**config.mk**
```make
export PLATFORM = sky130hd
export DESIGN_NAME = adc_seq_ctrl
export DESIGN_NICKNAME = d
export VERILOG_FILES = /design/src/rtl/adc_seq_ctrl.sv
export SDC_FILE = /design/constraint.sdc
export NUM_CORES = 1
export LEC_CHECK = 0
export CAP_MARGIN = 20
export CORE_MARGIN = 3
export CORE_UTILIZATION = 45
export DETAILED_ROUTE_END_ITERATION = 8
export HOLD_SLACK_MARGIN = 0.05
export PLACE_DENSITY = 0.89
export SYNTH_ARGS = -nofsm -noshare
export SYNTH_HDL_FRONTEND = slang
export SYNTH_SLANG_ARGS = --single-unit
```
**constraint.sdc**
```tcl
create_clock -name clk -period 2.1 [get_ports clk]
set_input_delay 0.63 -clock clk [delete_from_list [all_inputs] [get_ports clk]]
set_output_delay 0.63 -clock clk [all_outputs]
set_load 0.05 [all_outputs]
```
**src/rtl/adc_seq_ctrl.sv**
```systemverilog
`timescale 1ns/1ps
module adc_seq_ctrl #(
  parameter int DATA_W      = 12,
  parameter int CONV_CYCLES = 14,
  parameter int WAKE_PART   = 4,
  parameter int WAKE_FULL   = 24
) (
  input  logic              clk,
  input  logic              rst_n,
  input  logic              conv_start_n,
  input  logic              sleep_full,
  input  logic              cs_n,
  input  logic              rd_n,
  input  logic [DATA_W-1:0] conv_data,
  output logic              busy,
  output logic              hold,
  output logic              data_oe,
  output logic [DATA_W-1:0] data_out,
  output logic              analog_en,
  output logic              ref_osc_en
);
  localparam int MAX_CNT = (CONV_CYCLES > WAKE_FULL) ? CONV_CYCLES : WAKE_FULL;
  localparam int CNT_W   = $clog2(MAX_CNT + 1);
  localparam logic [CNT_W-1:0] CONV_LOAD = CNT_W'(CONV_CYCLES - 1);
  localparam logic [CNT_W-1:0] WP_LOAD   = CNT_W'(WAKE_PART - 1);
  localparam logic [CNT_W-1:0] WF_LOAD   = CNT_W'(WAKE_FULL - 1);

  typedef enum logic [1:0] {ST_TRACK, ST_CONV, ST_SLEEP, ST_WAKE} st_t;

  st_t               state;
  logic [CNT_W-1:0]  cnt;
  logic              start_q;
  logic              full_q;
  logic [DATA_W-1:0] res_q;

  wire start_fall = start_q & ~conv_start_n;
  wire start_rise = ~start_q & conv_start_n;
  wire cnt_done   = (cnt == '0);

  always_ff @(posedge clk or negedge rst_n) begin
    if (!rst_n) begin
      state   <= ST_TRACK;
      cnt     <= '0;
      start_q <= 1'b1;
      full_q  <= 1'b0;
      res_q   <= '0;
    end else begin
      start_q <= conv_start_n;
      case (state)
        ST_TRACK: if (start_fall) begin
          state <= ST_CONV;
          cnt   <= CONV_LOAD;
        end
        ST_CONV: if (cnt_done) begin
          res_q <= conv_data;
          if (!conv_start_n) begin
            state  <= ST_SLEEP;
            full_q <= sleep_full;
          end else begin
            state <= ST_TRACK;
          end
        end else begin
          cnt <= cnt - CNT_W'(1);
        end
        ST_SLEEP: if (start_rise) begin
          state <= ST_WAKE;
          cnt   <= full_q ? WF_LOAD : WP_LOAD;
        end
        ST_WAKE: if (cnt_done) state <= ST_TRACK;
                 else          cnt   <= cnt - CNT_W'(1);
        default: state <= ST_TRACK;
      endcase
    end
  end

  assign busy       = (state == ST_CONV);
  assign hold       = busy && !cnt_done;
  assign analog_en  = (state != ST_SLEEP);
  assign ref_osc_en = !((state == ST_SLEEP) && full_q);
  assign data_oe    = ~cs_n & ~rd_n;
  assign data_out   = data_oe ? res_q : '0;

  assert_start_R2: assert property (@(posedge clk) disable iff (!rst_n)
    (state == ST_TRACK && start_fall) |=> (busy && hold));
  assert_track_before_busy_R3: assert property (@(posedge clk) disable iff (!rst_n)
    $fell(busy) |-> !$past(hold));
  assert_result_at_end_R4: assert property (@(posedge clk) disable iff (!rst_n)
    !$stable(res_q) |-> $fell(busy));
  assert_no_busy_asleep_R5: assert property (@(posedge clk) disable iff (!rst_n)
    !analog_en |-> !busy);
  assert_full_sleep_R6: assert property (@(posedge clk) disable iff (!rst_n)
    !ref_osc_en |-> !analog_en);
  assert_wake_power_R7: assert property (@(posedge clk) disable iff (!rst_n)
    (state == ST_SLEEP && start_rise) |=> (analog_en && ref_osc_en && !busy));
  assert_conv_runs_R8: assert property (@(posedge clk) disable iff (!rst_n)
    (busy && hold) |=> busy);
  assert_bus_quiet_R9: assert property (@(posedge clk) disable iff (!rst_n)
    !data_oe |-> (data_out == '0));
endmodule

```
Word-level counts from Yosys, hierarchy flattened
Index checks and enable logic that the tools add are counted.
{"block": "totals", "register_bits": 21, "in_bits": 18, "output_inout_bits": 17, "elab_cells": 45}
{"block": "op_classes", "addsub": 1, "eq_ne": 9, "n_mux": 12, "bitwise": 7, "reduce_logical": 11}
{"cell": "5-bit two-way mux", "count": 4}
{"cell": "5-bit one-hot mux with 3 select lines", "count": 1}
{"cell": "12-bit two-way mux", "count": 1}
{"cell": "2-bit two-way mux", "count": 5}
{"cell": "2-bit != test, second input constant", "count": 5}
{"cell": "2-bit one-hot mux with 4 select lines", "count": 1}
{"cell": "3-bit AND reduction", "count": 2}
{"cell": "5-bit zero test", "count": 1}
{"cell": "5-bit by 1-bit subtractor with 5-bit output, second input constant", "count": 1}
{"cell": "2-bit == test, second input constant", "count": 2}
{"cell": "1-bit inverter", "count": 4}
{"cell": "4-bit AND reduction", "count": 1}
{"cell": "1-bit AND", "count": 3}
{"cell": "2-bit by 1-bit == test with 1-bit output, second input constant", "count": 1}
{"cell": "1-bit logical AND", "count": 2}
{"cell": "1-bit zero test", "count": 2}
{"cell": "2-bit zero test", "count": 1}
{"cell": "2-bit by 1-bit != test with 1-bit output, second input constant", "count": 1}
{"cell": "2-bit AND reduction", "count": 1}
{"cell": "2-bit OR reduction", "count": 1}

Longest topological paths before layout
Gate-level depths: netlist (run 1).
{"block": "depth", "word_depth": 4, "depth_mapped": 6, "mapped_depth_nobuf": 6}

Least setup slack after synthesis (run 1)
Ideal clock, no wire load.
{"block": "synth_path", "path_type": "input port to output port", "startpoint": "input rd_n", "endpoint": "output data_out[10]", "t_arrival_ns": 1.885, "t_required_ns": 1.470, "path_slack_ns": -0.415, "cell_stages": 3, "path_buffers": 1, "cell_sequence": "nor2_1 -> clkbuf_1 -> and2_1"}
{"block": "synth_between", "elab_chain_cells": 3}
{"element": "from (decl)", "line": "13", "source": "input logic rd_n,"}
{"element": "1-bit inverter", "line": "80", "source": "assign data_oe = ~cs_n & ~rd_n;"}
{"element": "1-bit AND", "line": "80"}
{"element": "net data_oe", "line": "17", "source": "output logic data_oe,"}
{"element": "12-bit two-way mux", "line": "81", "source": "assign data_out = data_oe ? res_q : '0;"}
{"element": "to (decl)", "line": "18", "source": "output logic [DATA_W-1:0] data_out,"}
The timed path passes the listed nets, and every way through them passes these cells.

Final worst setup path (run 1)
{"block": "layout_path", "startpoint": "register cnt[0]", "endpoint": "output hold"}
{"block": "layout_between", "elab_chain_cells": 3}
{"element": "from (decl)", "line": "31", "source": "logic [CNT_W-1:0] cnt;"}
{"element": "from (signal assigned)", "line": "63", "source": "cnt <= cnt - CNT_W'(1);"}
{"element": "from (signal assigned)", "line": "67", "source": "cnt <= full_q ? WF_LOAD : WP_LOAD;"}
{"element": "from (signal assigned)", "line": "70", "source": "else cnt <= cnt - CNT_W'(1);"}
{"element": "5-bit zero test", "line": "38", "source": "wire cnt_done = (cnt == '0);"}
{"element": "1-bit zero test", "line": "77", "source": "assign hold = busy && !cnt_done;"}
{"element": "1-bit logical AND", "line": "77"}
{"element": "to (decl)", "line": "16", "source": "output logic hold,"}
Every way passes these cells.

==> results of run 1 <==
critical path, stage by stage, from the launching register on:
cell and delay, ns:
dfrtp_1 0.40, inv_1 0.06, ha_2 0.18, nor4b_4 0.20, and2b_1 0.22, buf_6 0.15
kinds of logic after synthesis:
| family | Yosys count |
|---|---|
| flip-flops | 21 |
| AND/OR/NAND/NOR | 37 |
| adder cells (fa/ha/maj) | 1 |
| multiplexers | 15 |
| buffers and inverters | 8 |
| AO/OA/AOI/OAI | 14 |
flip-flops by register name (all words and copies together), names as in the netlist, named ones only:
name	flops
cnt	5
start_q	1
full_q	1
res_q	12
state	1
layout by cell type, fill, tap and decap left out:
cell type	Yosys	final
nand2b_1	2	2
nand3b_1	1	1
ha_2	0	1
clkdlybuf4s50_1	0	15
o31a_1	1	1
or3_1	2	2
nor3_1	4	4
mux2_4	10	10
a21oi_1	5	5
nor4b_4	1	1
o22a_1	1	1
o311ai_0	1	1
nor2b_1	2	1
clkbuf_4	0	3
mux2i_1	2	2
o221a_2	1	1
clkdlybuf4s15_1	0	2
buf_12	0	17
o21ai_0	2	2
inv_1	4	4
buf_4	0	10
and2_1	13	1
a21o_1	2	2
nor2_4	0	1
clkinv_2	0	1
nor2b_2	0	1
and2_4	0	12
and2b_1	1	1
a2111o_1	1	1
nand2_2	1	1
nor2_1	4	3
dfstp_2	1	1
buf_6	1	3
mux2_2	3	3
nand2_1	6	6
dfrtp_1	20	20
cell type report:
class	instances	area share, %
flip-flops and latches	21	29.22
well taps	28	1.943
inverters	4	0.8328
clock inverters	1	0.2776
multi-input cells	67	32.13
clock buffers	3	1.249
repair buffers	47	34.35
layer usage:
metal  vias up  GRT usage [%]  share of wire, %
met2        44          42.57                56
li1        425              -                 -
met1       471          24.36                37
met3         4          5.140               5.9
met4         0          6.250               1.1
met5         -              0                 0
report_power, final:
part | internal, W | total [W] | switching, W
Clock | 0.0000709 | 0.000191 | 0.000120
Sequential | 0.000598 | 0.000790 | 0.000192
Combinational | 0.000748 | 0.00140 | 0.000648
Total | 0.00142 | 0.00238 | 0.000960
what timing repair did:
item,4_1_cts,5_1_grt
setup buffers,3,1
endpoints found under the setup margin,14,4
hold buffers,0,0
gates resized for setup,23,1
pin swaps,1,0
cloned,1,0
final timing paths:
check	slack [ns]	end	depth (start not counted)
min in group asynchronous	0.65	cnt[1]$_DFFE_PN0P_	2
max in group asynchronous	1.22	start_q$_DFF_PN1_	2
worst max-delay path	-0.04	hold	5
worst max register to register	0.25	res_q[3]$_DFFE_PN0P_	8
worst min-delay path	0.53	res_q[11]$_DFFE_PN0P_	1
worst min register to register	0.53	res_q[11]$_DFFE_PN0P_	1
stage by stage:
step	setup TNS, ns	setup WS [ns]	cells	total power (W)
finish	-0.04265	-0.04265	171	0.002377
global route	-0.1343	-0.1343	171	0.002494
CTS	-0.06348	-0.06348	170	0.002318
detailed placement	-2.383	-0.2087	162	0.002032
global placement	-2.092	-0.1745	162	0.001967
floorplan	-0.03916	-0.03916	96	0.001526
synth_stat cells, drive strengths merged, types with 2 or more instances:
cell type | number | area (um2)
mux2 | 13 | 183.9
nor2 | 4 | 15.01
and2 | 13 | 81.33
buf | 2 | 16.26
nand2 | 7 | 28.78
inv | 4 | 15.01
nand2b | 2 | 12.51
dfrtp | 20 | 500.5
nor2b | 2 | 12.51
mux2i | 2 | 20.02
a21o | 2 | 15.01
o21ai | 2 | 10.01
a21oi | 5 | 25.02
clkbuf | 2 | 7.510
nor3 | 4 | 20.02
or3 | 2 | 12.51
==> flow_summary_export.csv, run 1 <==
group,metric,value,unit
die,coreArea,2276,um2
timing,slew_headroom,76.58,%
synthesis,synthArstFlopShare,100.0,%
run_status,violations,"negative setup slack",
setup_path,worst_setup_path_start_kind,"flip-flop",
setup_path,required,1.47,ns
synthesis,synth_edf_count,0,
grt,first_global_vias,1040,
grt,overflow,0,
synthesis,muxShareOfSynthArea,18.50,%
routing,dr_total_vias,944,
grt,grt_pass1_wl,5.278,mm
timing,setup_violations,1,
synthesis,syn_area_per_cell,11.48,um2
routing,drt-initial-drc-count,25,
setup_path,critPathKind,"reg2out",
synthesis,synth-compound-area-share,8.967,%
synthesis,synth-adder-area-share,1.135,%
timing,setup_ws,-0.04265,ns
layout,fin_nets,163,
clock_network,clock_latency,0.30,ns
synthesis,yosysWarningCount,0,
worst_hold_path,min_from,"res_q[11]$_DFFE_PN0P_",
routing,vias_per_cell,5.520,
routing,wl_per_cell,18.98,um
die,start_util,48.43,%
setup_path,arrival,1.51,ns
layout,insertedDiodeCount,0,
grt,grt_max_degree,22,
timing,max_freq,0.4667,GHz
routing,drc,0,
synthesis,syn-num-nets,115,
timing,finalClockSkew,0.01433,ns
placed_design,hpwl,2.092,mm
routing,wirelength,3.246,mm
synthesis,synth_top_family_by_area,"simple AND/OR/NAND/NOR gates",
grt,antenna_found_initial,0,
timing,min_period,2.143,ns
synthesis,ys.flop_type,"dfrtp_1",
synthesis,synth-xor-area-share,0,%
die,die_x,55.50,um
run_status,status,"finished with violations",
synthesis,synth_cell_type_count,29,
timing,finalHoldViolations,0,
grt,grt_usage,22.38,%
layout,finish.utilization,79.22,%
timing,worst_pin_slew,0.3513,ns
pwr,leakage,0.8354,nW
clock_network,clockBufferDepth,2,
clock_network,clk_pin_slew,0.12,ns
clock_network,clkSinkCount,21,
timing,rsz0062_at_grt,"true",
pwr,max-vdd-ir-drop,0.9628,mV
die,num_io_pins,35,
pwr,power_density,1318,nW/um2
die,dieHeight,55.50,um
synthesis,yosysSeqAreaShare,47.79,%
layout,drive_above_1_share,46.15,%
clock_network,tritoncts,"built",
setup_path,r2r_start,"cnt[0]$_DFFE_PN0P_",
die,dieArea,3080,um2
clock_network,numCtsBuffers,3,
die,row_count,17,
setup_path,crit_fanout,2,
clock_network,htree_levels,1,
routing,postRouteAntennaNets,0,
placed_design,io_buffers,34,
flow_run,cap_violations,0,
setup_path,startpoint,"cnt[0]$_DFFE_PN0P_",
layout,syn_to_final_growth,63.56,%
layout,seqCellArea,526.8,um2
layout,fin_area,1803,um2
worst_hold_path,hold_path_class,"reg2reg",
placed_design,dpl_cell_area,1697,um2
placed_design,gp_congestion,0.7606,
synthesis,ys_ff_latch,21,
timing,final_max_slew_viol_count,0,
layout,num-fill-cells,123,
timing,period_share,102.0,%
layout,multiInputGateArea,579.3,um2
synthesis,syn_inst,96,
synthesis,synth-simple-area-share,20.09,%
synthesis,synth_area,1102,um2
timing,worst_hold_slack,0.5284,ns
clock_network,root_buffer,"clkbuf_4",
routing,first_pass_iters,4,
setup_path,end_kind,"primary output",
Power figures use the tool's default switching activity.
==> run 2: changes to the inputs <==
- CORE_MARGIN: 3 -> unset
- clock period: 2.1 -> 2.05 ns (I/O delays scaled with it)
==> run 2 against run 1 <==
Compared with the run above: clock skew shrank 0.0055 ns; die area is 14% lower; sequential power up 0.6%; sequential share of layout area fell by 0.12 points; the run still ends with negative setup slack left; highest routed layer unchanged; design area grew 0.42%; count of clock-buffer cells in the layout grew 1; hold slack got worse by 0.0014 ns.
==> flow_summary_export.csv, run 2 (synthesized netlist as in run 1, its figures left out) <==
group,metric,value,unit
run_status,status,"finished with violations",
run_status,violations,"negative setup slack",
timing,finalHoldViolations,0,
grt,grt_max_degree,22,
timing,min_period,2.165,ns
routing,wl_per_cell,16.87,um
layout,fin_nets,165,
grt,grt_pass1_wl,4.836,mm
pwr,p_int,0.001453,W
layout,fin_area,1810,um2
pwr,seqPwrFrac,33.1,%
layout,reg_top3,"res_q x12, cnt x5",
timing,slew_headroom,73.11,%
die,coreArea,2255,um2
layout,finish.utilization,80.30,%
clock_network,root_buffer,"clkbuf_4",
routing,drt-initial-drc-count,13,
clock_network,clk_pin_slew,0.10,ns
placed_design,io_buffers,34,
timing,period_share,105.6,%
timing,setup_violations,1,
flow_run,cap_violations,0,
timing,worst_hold_slack,0.5270,ns
setup_path,critical_path_buf_inv_count,2,
clock_network,numCtsBuffers,3,
placed_design,hpwl,2.026,mm
layout,insertedDiodeCount,0,
routing,postRouteAntennaNets,0,
placed_design,gp_congestion,0.7733,
pwr,clock_power_share,8.2,%
setup_path,required,1.43,ns
die,row_count,17,
setup_path,worst_setup_path_start_kind,"flip-flop",
setup_path,cp_top_family,"simple AND/OR/NAND/NOR gates",
clock_network,tritoncts,"built",
grt,first_global_vias,944,
routing,wirelength,2.918,mm
clock_network,clock_latency,0.30,ns
routing,first_pass_iters,5,
setup_path,crit_chain,"inv_2, ha_4, nor4b_4, and2b_1, buf_6",
die,dieHeight,51.50,um
timing,max_freq,0.4619,GHz
grt,antenna_found_initial,0,
clock_network,clkSinkCount,21,
layout,mostFrequentLayoutCells,"dfrtp_1 (20), buf_12 (17), clkdlybuf4s50_1 (15)",
timing,worst_pin_slew,0.3984,ns
pwr,switching_share,39.55,%
worst_hold_path,min_path_cells,1,
layout,num-fill-cells,139,
die,start_util,48.89,%
pwr,p_comb_share,58.8,%
timing,rsz0062_at_grt,"true",
layout,layout_commonest_cell,"dfrtp_1",
routing,dr_total_vias,921,
pwr,leakage,0.8381,nW
timing,finalClockSkew,0.008845,ns
pwr,max-vdd-ir-drop,1.436,mV
clock_network,htree_levels,1,
timing,final_max_slew_viol_count,0,
die,die_x,51.50,um
layout,syn_to_final_growth,64.25,%
setup_path,cp.depth,5,
layout,regMostFlops,"res_q",
grt,overflow,0,
clock_network,clockBufferDepth,2,
setup_path,crit_path_top_delay_cell,"dfrtp_1",
die,num_io_pins,35,
setup_path,crit_fanout,2,
setup_path,rr_worst_depth,9,
setup_path,critPathKind,"reg2out",
clock_network,cts_hold_buf,0,
pwr,p_switching,0.0009503,W
setup_path,max_stage_delay,0.41,ns
pwr,power_density,1327,nW/um2
setup_path,end_kind,"primary output",
placed_design,dpl_cell_area,1697,um2
timing,setup_ws,-0.1147,ns
routing,vias_per_cell,5.324,
die,dieArea,2652,um2
worst_hold_path,hold_path_class,"reg2reg",
layout,largest_reg_flops,12,
routing,drc,0,
grt,grt_usage,25.50,%
layout,drive_above_1_share,48.97,%
setup_path,arrival,1.55,ns
-- run 2: cell types whose count changed in the layout (fill, tap and decap cells not counted) --
cell             previous run  this run
clkdlybuf4s15_1             2         0
and2_2                      0         5
inv_2                       0         2
clkbuf_1                    0         1
and2_4                     12         7
ha_2                        1         0
inv_1                       4         2
clkinv_2                    1         0
ha_4                        0         1
clkbuf_2                    0         2
buf_4                      10        12
-- run 2: worst register-to-register path: stages (launching register included) --
cell	delay, ns
dfrtp_1	0.41
inv_2	0.08
ha_4	0.13
nor4b_4	0.24
buf_4	0.16
buf_4	0.10
buf_4	0.13
nand2_2	0.06
buf_4	0.22
mux2_4	0.32
-- run 2: repair_timing --
item	CTS	global route
endpoints found under the setup margin	14	13
pin swaps	1	2
setup buffers	4	2
gates resized for setup	16	7
hold endpoints to repair	0	0
gates cloned	1	0
-- run 2: final cells by class --
class	instances	area, um2	area share [%]
clock buffer	4	26.28	1.451
timing repair buffer	49	624.3	34.49
inverter	4	15.01	0.8293
sequential	21	526.8	29.09
tap	28	35.03	1.935
multi-input combinational	67	583.1	32.20
-- run 2: path summary, 6_finish.rpt --
path | start | slack [ns] | endpoint
setup / recovery | cnt[1]$_DFFE_PN0P_ | -0.11 | hold
hold / removal | res_q[6]$_DFFE_PN0P_ | 0.53 | res_q[6]$_DFFE_PN0P_
setup reg to reg | cnt[1]$_DFFE_PN0P_ | 0.10 | res_q[9]$_DFFE_PN0P_
hold reg to reg | res_q[6]$_DFFE_PN0P_ | 0.53 | res_q[6]$_DFFE_PN0P_
max in group asynchronous | rst_n | 1.21 | start_q$_DFF_PN1_
min in group asynchronous | rst_n | 0.63 | cnt[2]$_DFFE_PN0P_
-- run 2: power by group through the flow --
stage | Sequential, W | Clock, W | Combinational, W
global placement | 0.000774 | 0 | 0.00121
finish | 0.000795 | 0.000196 | 0.00141
detailed placement | 0.000793 | 0 | 0.00126
global route | 0.000824 | 0.000226 | 0.00150
CTS | 0.000784 | 0.000201 | 0.00136
floorplan | 0.000723 | 0 | 0.000840
-- run 2: layer usage --
metal / GRT usage, % / up-vias / wire (um)
met2: 46.75 / 26 / 1640
met5: 0 / - / 0
met4: 4.054 / 0 / 21
li1: - / 432 / -
met1: 31.58 / 461 / 1167
met3: 4.386 / 2 / 89
-- run 2: through the flow --
| stage | worst slack (ns) | TNS (ns) | total power, W | cells |
|---|---|---|---|---|
| 2_1_floorplan | -0.05916 | -0.05916 | 0.001563 | 96 |
| 3_3_place_gp | -0.2167 | -2.481 | 0.001985 | 162 |
| 3_5_place_dp | -0.2280 | -2.580 | 0.002051 | 162 |
| 4_1_cts | -0.1432 | -0.1432 | 0.002349 | 171 |
| 5_1_grt | -0.1861 | -0.1861 | 0.002553 | 173 |
| 6_report | -0.1147 | -0.1147 | 0.002403 | 173 |
